==> src/rtl/adc_ec_pkg.sv <==
package adc_ec_pkg;

    localparam int NUM_STAGES = 4;
    localparam int CODE_W     = 4;
    localparam int RES_BITS   = 3;
    localparam int OUT_W      = 12;
    localparam int MID_CODE   = 2 ** (CODE_W - 2);
    localparam int OUT_MAX    = (2 ** OUT_W) - 1;

    typedef logic [CODE_W-1:0]                  code_t;
    typedef logic [NUM_STAGES-1:0][CODE_W-1:0]  stage_vec_t;

    typedef struct packed {
        logic             valid;
        logic [OUT_W-1:0] word;
    } result_t;

    // Enabled edges a stage code waits before it meets the last stage.
    function automatic int stage_delay(input int idx);
        if (idx == 0)              return NUM_STAGES - 2;
        if (idx == NUM_STAGES - 1) return 0;
        return 1;
    endfunction

    function automatic int stage_shift(input int idx);
        return RES_BITS * (NUM_STAGES - 1 - idx);
    endfunction

    function automatic int bias_total();
        int acc;
        acc = 0;
        for (int i = 0; i < NUM_STAGES - 1; i++)
            acc += MID_CODE << stage_shift(i);
        return acc;
    endfunction

    localparam int OFFSET  = bias_total();
    localparam int LATENCY = stage_delay(0) + 1;

    function automatic logic [OUT_W-1:0] clamp_word(input int v);
        if (v < 0)       return '0;
        if (v > OUT_MAX) return '1;
        return OUT_W'(v);
    endfunction

endpackage

==> src/rtl/code_delay.sv <==
module code_delay #(
    parameter int W     = 4,
    parameter int DEPTH = 1
) (
    input  logic         clk,
    input  logic         rst,
    input  logic         en,
    input  logic [W-1:0] din,
    output logic [W-1:0] dout
);

    logic [W-1:0] pipe [DEPTH];

    always_ff @(posedge clk) begin
        if (rst) begin
            for (int k = 0; k < DEPTH; k++) pipe[k] <= '0;
        end else if (en) begin
            pipe[0] <= din;
            for (int k = 1; k < DEPTH; k++) pipe[k] <= pipe[k-1];
        end
    end

    assign dout = pipe[DEPTH-1];

endmodule

==> src/rtl/ec_merge.sv <==
module ec_merge
    import adc_ec_pkg::*;
(
    input  stage_vec_t       aligned,
    output logic [OUT_W-1:0] word
);

    int acc;

    always_comb begin
        acc = -OFFSET;
        for (int i = 0; i < NUM_STAGES; i++)
            acc += int'(aligned[i]) << stage_shift(i);
        word = clamp_word(acc);
    end

endmodule

==> src/rtl/adc_pipe_corrector.sv <==
module adc_pipe_corrector
    import adc_ec_pkg::*;
(
    input  logic              clk,
    input  logic              rst,
    input  logic              en,
    input  logic [CODE_W-1:0] stg1_code,
    input  logic [CODE_W-1:0] stg2_code,
    input  logic [CODE_W-1:0] stg3_code,
    input  logic [CODE_W-1:0] stg4_code,
    output logic [OUT_W-1:0]  dout,
    output logic              dout_valid
);

    localparam int CNT_W = $clog2(LATENCY);

    stage_vec_t       raw;
    stage_vec_t       aligned;
    logic [OUT_W-1:0] merged;
    logic [CNT_W-1:0] fill;
    result_t          out_q;

    assign raw[0] = stg1_code;
    assign raw[1] = stg2_code;
    assign raw[2] = stg3_code;
    assign raw[3] = stg4_code;

    for (genvar g = 0; g < NUM_STAGES; g++) begin : g_stage
        if (stage_delay(g) > 0) begin : g_dly
            code_delay #(
                .W     (CODE_W),
                .DEPTH (stage_delay(g))
            ) u_dly (
                .clk  (clk),
                .rst  (rst),
                .en   (en),
                .din  (raw[g]),
                .dout (aligned[g])
            );
        end else begin : g_direct
            assign aligned[g] = raw[g];
        end
    end

    ec_merge u_merge (
        .aligned (aligned),
        .word    (merged)
    );

    always_ff @(posedge clk) begin
        if (rst) begin
            out_q <= '0;
            fill  <= '0;
        end else if (en) begin
            out_q.word <= merged;
            if (fill == CNT_W'(LATENCY - 1))
                out_q.valid <= 1'b1;
            else
                fill <= fill + 1'b1;
        end
    end

    assign dout       = out_q.word;
    assign dout_valid = out_q.valid;

endmodule

==> config.mk <==
export PLATFORM = sky130hd
export DESIGN_NAME = adc_pipe_corrector
export DESIGN_NICKNAME = d
export VERILOG_FILES = /design/src/rtl/adc_ec_pkg.sv /design/src/rtl/code_delay.sv /design/src/rtl/ec_merge.sv /design/src/rtl/adc_pipe_corrector.sv
export SDC_FILE = /design/constraint.sdc
export NUM_CORES = 1
export LEC_CHECK = 0
export BUFFER_PORTS_ARGS = -buffer_cell sky130_fd_sc_hd__buf_2
export CORE_ASPECT_RATIO = 0.6
export CORE_UTILIZATION = 55
export DETAILED_ROUTE_END_ITERATION = 12
export PLACE_DENSITY = 0.87
export REMOVE_ABC_BUFFERS = 1
export SETUP_SLACK_MARGIN = 0.3
export SYNTH_ARGS = -nofsm -noshare
export SYNTH_HDL_FRONTEND = slang
export SYNTH_SLANG_ARGS = --single-unit
==> constraint.sdc <==
create_clock -name clk -period 8.5 [get_ports clk]
set_clock_uncertainty 0.1 [all_clocks]
set_input_delay 0.85 -clock clk [delete_from_list [all_inputs] [get_ports clk]]
set_output_delay 0.85 -clock clk [all_outputs]
set_load 0.01 [all_outputs]
==> flow_metrics.tcl, run 1 <==
set metrics [dict create \
    core-area_mm2 0.00263 \
    final_common_cell "buf_2" \
    vias 1179 \
    crit_type "primary input to flop" \
    outcome "finished, final reports clean" \
    synthSimpleGateAreaFrac_pct 15.2 \
    async_flop_share_pct 0 \
    wl_met1_um 1310 \
    final_nets 210 \
    cp_slowest_cell "a311oi_2" \
    cts_tree "done" \
    synth_area_leader_cell "edfxtp_1" \
    synth_fa_ha_area_share_pct 10.9 \
    critical-path-top-delay-family "compound AO/OA/AOI/OAI gates" \
    holdBufCountCts 0 \
    yosys.cell_types.count 36 \
    ant_nets 0 \
    ios 32 \
    synth_compound_area_share_pct 17.3 \
    maxSlewViolCount 0 \
    yosys_warnings 0 \
    synth_seq_cells 31 \
    wl_um 2940 \
    fmax_mhz 275 \
    total_power_mw 0.375 \
    grt_overflow 0 \
    dp.cells 202 \
    drt-wirelength-per-cell_um 14.0 \
    die_area_mm2 0.00315 \
    antenna_cells 0 \
    grt_pass1_wl_um 4780 \
    final_layout_size_suffix_gt1_share_pct 28.1 \
    io_buffers 31 \
    die_w_um 71.8 \
    fill_cells 191 \
    worst_pin_slew_ns 0.853 \
    area_delta_synth_final_pct 16.0 \
    finalSetupViolCount 0 \
    post_cts_buffers 0 \
    place_hpwl_um 2200 \
    final_area_mm2 0.00187 \
    place_area_mm2 0.00178 \
    grt_pass1_vias 1128 \
    path_common_cell "ha_1" \
    synth_area_leaders "edfxtp_1, dfxtp_1, ha_1" \
    synth_xor_area_share_pct 3.81 \
    synthMuxAreaShare_pct 0 \
    synth_edf_count 16 \
    hold_depth 1 \
    worst_setup_path_start_kind "primary input" \
    grt_usage_pct 20.6 \
    clkTransAtPathRegs_ns 0.06 \
    final.period_utilization_pct 42.9 \
    cap_violations 0 \
    dr_wl_met2_um 1390 \
    drc 0 \
    p_leak_nw 0.837 \
    critPathArrivalTime_ns 3.76 \
    peakVddDrop_mv 0.132 \
    layout_common_cells "buf_2, and2_1, edfxtp_1" \
    syn-cell-area_mm2 0.00161 \
    antenna_found_initial 0 \
    path_depth 14 \
    highest_layer "met4" \
    firstDrtPassIters 4 \
    crit_required_ns 8.62 \
    final_cells 210 \
    slowest_delay_ns 0.68 \
    rr_worst_depth 12 \
    netlist_instances 143 \
    hold_class "flop to flop" \
    die_h_um 43.9 \
    synth_top_family_by_area "compound AO/OA/AOI/OAI gates" \
    crit_chain "buf_2 -> ha_1 -> ha_1 -> ha_1 -> nor2b_1 -> o31a_2 -> a2bb2oi_2 -> nand2_1 -> ha_1 -> nand2_1 -> nor3_1 -> a21bo_2 -> a311oi_2 -> a221o_1" \
    drtIter0Drc 75 \
    synth_flop_cell "edfxtp_1" \
    htree_levels 2 \
    slew-limit-headroom_pct 42.9 \
    start_util_pct 61.2 \
    clock_latency_ns 0.28 \
    grt_max_degree 18 \
    crit_path_max_fanout 12 \
    cts_sinks 31 \
    post-place-ws_ns 4.62 \
    wl_met3_um 213 \
    clockBufferDepth 2 \
    avgSynthCellArea_um2 11.3 \
    ys_seq_area_share_pct 48.5 \
    hold_viol 0 \
    crit_path_end_kind "flop" \
    power.density_mw_per_mm2 201 \
    cts-buffers-inserted 5 \
    fin_ws_ns 4.86 \
    gp_congestion 0.847 \
    worst-path-buf-inv 1 \
    synth_top_area_share_pct 29.9 \
    rsz0062_at_grt "false" \
    period_minus_slack_ns 3.64 \
    cts-resized-gates 0 \
    cts_root_buffer "clkbuf_8" \
    rows 14 \
    setup-tns-final_ns 0 \
    vias_per_cell 5.61 \
]
[Yosys cell counts, drive strengths merged (2+ instances only)]
cell type	n
a221o	12
ha	14
o21ai	3
a211oi	2
clkbuf	3
dfxtp	15
a21oi	5
nor2b	3
inv	12
a21o	2
nand2	5
xnor2	5
nor2	11
xor2	2
and2	17
edfxtp	16
and2b	2
[sequential cells by signal, summed over array words and instances, names as in the netlist]
signal	cells
dout	12
g_stage.g_dly.u_dly.pipe	16
dout_valid	1
fill	2
[path summary, 6_finish.rpt]
path,start,to,slack [ns]
min,dout[10]$_SDFFE_PP0P_,dout[10]$_SDFFE_PP0P_,0.39
max reg2reg,g_stage[0].g_dly.u_dly.pipe[0][4]$_SDFFCE_PN0P_,dout[7]$_SDFFE_PP0P_,5.11
max,stg4_code[3],dout[7]$_SDFFE_PP0P_,4.86
min reg2reg,dout[10]$_SDFFE_PP0P_,dout[10]$_SDFFE_PP0P_,0.39
[power breakdown]
part	internal (mW)	total, mW	switching, mW	leakage (nW)
Sequential	0.173	0.180	0.00750	0.297
Clock	0.0571	0.111	0.0540	0.0412
Combinational	0.0386	0.0835	0.0449	0.498
Total	0.269	0.375	0.106	0.837
[cell type report]
| type | instances | area [µm²] | area share (%) |
|---|---|---|---|
| inverters | 12 | 45.0 | 2.41 |
| multi-input cells | 96 | 761 | 40.8 |
| flip-flops and latches | 31 | 781 | 41.8 |
| clock buffers | 6 | 72.6 | 3.89 |
| repair buffers | 31 | 155 | 8.31 |
| clock inverters | 2 | 12.5 | 0.670 |
| well taps | 32 | 40.0 | 2.14 |
[per-stage QoR]
stage	utilization [%]	hold slack (ns)
2_1_floorplan	-	0.376
3_3_place_gp	67.8	0.343
3_5_place_dp	67.8	0.372
4_1_cts	71.0	0.388
5_1_grt	71.0	0.405
6_report	71.0	0.385
[per-layer routing]
layer  vias to the layer above  track usage (%)
li1                        585                -
met1                       550             24.4
met2                        39             36.0
met3                         5             6.28
met4                         0             7.84
met5                         -                0
[cell families after synthesis]
| family | Yosys count |
|---|---|
| and+or+nand+nor | 43 |
| AOI/OAI and AO/OA | 32 |
| DFF | 31 |
| buffers and inverters | 16 |
| adders and majority gates | 14 |
| xor gates and xnor gates | 7 |
Power figures use the tool's default switching activity.
==> run 2: changes to the inputs <==
--- a/config.mk
+++ b/config.mk
@@ -7,9 +7,9 @@
 export LEC_CHECK = 0
 export BUFFER_PORTS_ARGS = -buffer_cell sky130_fd_sc_hd__buf_2
 export CORE_ASPECT_RATIO = 0.6
-export CORE_UTILIZATION = 55
+export CORE_UTILIZATION = 54
 export DETAILED_ROUTE_END_ITERATION = 12
-export PLACE_DENSITY = 0.87
+export PLACE_DENSITY = 0.85
 export REMOVE_ABC_BUFFERS = 1
 export SETUP_SLACK_MARGIN = 0.3
 export SYNTH_ARGS = -nofsm -noshare
==> constraint.sdc (replaced) <==
create_clock -name clk -period 3.7 [get_ports clk]
set_clock_uncertainty 0.1 [all_clocks]
set_input_delay 0.37 -clock clk [delete_from_list [all_inputs] [get_ports clk]]
set_output_delay 0.37 -clock clk [all_outputs]
set_load 0.01 [all_outputs]
==> run 2 against run 1 <==
Against the previous run: global-route usage up 0.14 points; design area grew 0.94%; sequential power increased by 130%; first-iteration DRC count decreased by 33%; critical path depth is 1 higher; via count down 0.17%; critical path type is now flop to flop; largest cell class unchanged; largest power group unchanged; highest routed layer unchanged.
==> flow_metrics.tcl, run 2 (synthesis gave the netlist of run 1 again) <==
set metrics [dict create \
    slew-limit-headroom_pct 43.4 \
    ff2ff_setup_slack_ns 0.45 \
    final.period_utilization_pct 87.8 \
    slowest_delay_ns 0.32 \
    worst_setup_path_start_kind "flop" \
    total_power_mw 0.860 \
    largest_register_ffs 16 \
    cp_slowest_cell "edfxtp_1" \
    cap_violations 0 \
    antenna_cells 0 \
    firstDrtPassIters 4 \
    rr_worst_depth 15 \
    ant_nets 0 \
    clock_latency_ns 0.28 \
    rsz0062_at_grt "false" \
    grt_overflow 0 \
    final_layout_size_suffix_gt1_share_pct 28.5 \
    io_buffers 31 \
    worstReg2RegStart "g_stage[1].g_dly.u_dly.pipe[0][0]$_SDFFCE_PN0P_" \
    crit_required_ns 3.76 \
    final_nets 211 \
    die_w_um 72.5 \
    gp_congestion 0.830 \
    worst-path-buf-inv 3 \
    layout_common_cells "buf_2, and2_1, edfxtp_1" \
    p_leak_nw 0.842 \
    cts_root_buffer "clkbuf_8" \
    setup-tns-final_ns 0 \
    critPathArrivalTime_ns 3.31 \
    cts_tree "done" \
    hold_class "primary input to flop" \
    ios 32 \
    antenna_found_initial 0 \
    rows 14 \
    period_minus_slack_ns 3.25 \
    place_hpwl_um 2160 \
    wl_um 2950 \
    seq_area_um2 781 \
    crit_path_max_fanout 12 \
    hold_depth 2 \
    fmax_mhz 308 \
    htree_levels 2 \
    whs_endpoint "dout[0]$_SDFFE_PP0P_" \
    clockBufferDepth 2 \
    final_common_cell "buf_2" \
    finalSetupViolCount 0 \
    path_common_cell "ha_1" \
    cts_sinks 31 \
    hold-worst-slack_ns 0.218 \
    multiInputGateArea_um2 761 \
    peakVddDrop_mv 0.303 \
    hold_viol 0 \
    clkTransAtPathRegs_ns 0.06 \
    drt-wirelength-per-cell_um 13.5 \
    grt_pass1_vias 1074 \
    core-area_mm2 0.00266 \
    maxSlewViolCount 0 \
    grt_usage_pct 20.7 \
    die_h_um 44.3 \
    area_delta_synth_final_pct 17.1 \
    drtIter0Drc 50 \
    crit_type "flop to flop" \
    outcome "finished, final reports clean" \
    grt_max_degree 18 \
    largest_register "g_stage.g_dly.u_dly.pipe" \
    die_area_mm2 0.00321 \
    critical-path-top-delay-family "adder cells" \
    min-delay-start "stg4_code[0]" \
    dp.cells 211 \
    post_cts_buffers 0 \
    crit_path_end_kind "flop" \
    cts-buffers-inserted 5 \
    crit_chain "inv_1 -> ha_1 -> inv_1 -> ha_1 -> nor2b_1 -> o31a_2 -> a2bb2oi_2 -> nand2_1 -> ha_1 -> nand2_1 -> nor3_1 -> and4_4 -> a311oi_2 -> buf_4 -> a221o_1" \
    grt_pass1_wl_um 4920 \
    fill_cells 190 \
    final_cells 219 \
    drc 0 \
    vias_per_cell 5.37 \
    worst_pin_slew_ns 0.845 \
    holdBufCountCts 0 \
    r2r-end "dout[3]$_SDFFE_PP0P_" \
    start_util_pct 60.4 \
    cts-resized-gates 0 \
    power.density_mw_per_mm2 456 \
    vias 1177 \
]
-- run 2: cell types whose count changed in the layout (fill, tap and decap cells not counted), sizes merged --
| cell | delta |
|---|---|
| buf | +1 |
-- run 2: per-layer routing --
layer	global-route usage, %	wire length (µm)
met5	0	0
met4	5.88	27
met3	6.15	205
met2	33.5	1340
met1	27.6	1380
-- run 2: final cells by class --
class	instances	area share [%]
clock buffers	6	3.85
clock inverters	2	0.664
inverters	12	2.39
multi-input cells	96	40.4
flip-flops and latches	31	41.4
well taps	40	2.66
repair buffers	32	8.63
-- run 2: worst reg2reg max path, stage by stage (launching register included) --
cell and delay, ns:
edfxtp_1 0.32, inv_1 0.04, ha_1 0.26, inv_1 0.06
ha_1 0.31, nor2b_1 0.18, o31a_2 0.19, a2bb2oi_2 0.20
nand2_1 0.09, ha_1 0.28, nand2_1 0.07, nor3_1 0.24
and4_4 0.27, a311oi_2 0.05, buf_4 0.20, a221o_1 0.27
-- run 2: through the flow --
step | setup WS, ns | utilization, % | cell area, µm²
3_3_place_gp | 0.704 | 67.6 | 1800
2_1_floorplan | 0.710 | - | 1590
5_1_grt | 0.310 | 70.8 | 1880
6_report | 0.453 | 70.8 | 1880
4_1_cts | 0.514 | 70.8 | 1880
3_5_place_dp | 0.539 | 67.6 | 1800
-- run 2: worst max path at each step --
| stage | from | to | slack (ns) | cells after the start |
|---|---|---|---|---|
| floorplan | stg4_code[3] | dout[0]$_SDFFE_PP0P_ | 0.71 | 13 |
| global placement | stg4_code[3] | dout[0]$_SDFFE_PP0P_ | 0.70 | 15 |
| detailed placement | g_stage[1].g_dly.u_dly.pipe[0][0]$_SDFFCE_PN0P_ | dout[3]$_SDFFE_PP0P_ | 0.54 | 15 |
| CTS | g_stage[1].g_dly.u_dly.pipe[0][0]$_SDFFCE_PN0P_ | dout[3]$_SDFFE_PP0P_ | 0.51 | 15 |
| global route | g_stage[2].g_dly.u_dly.pipe[0][3]$_SDFFCE_PN0P_ | dout[4]$_SDFFE_PP0P_ | 0.31 | 15 |
| finish | g_stage[1].g_dly.u_dly.pipe[0][0]$_SDFFCE_PN0P_ | dout[3]$_SDFFE_PP0P_ | 0.45 | 15 |
-- run 2: power breakdown --
part / switching, mW / internal (mW) / leakage, nW
combinational: 0.104 / 0.0896 / 0.504
sequential: 0.0173 / 0.397 / 0.297
clock: 0.121 / 0.131 / 0.0412
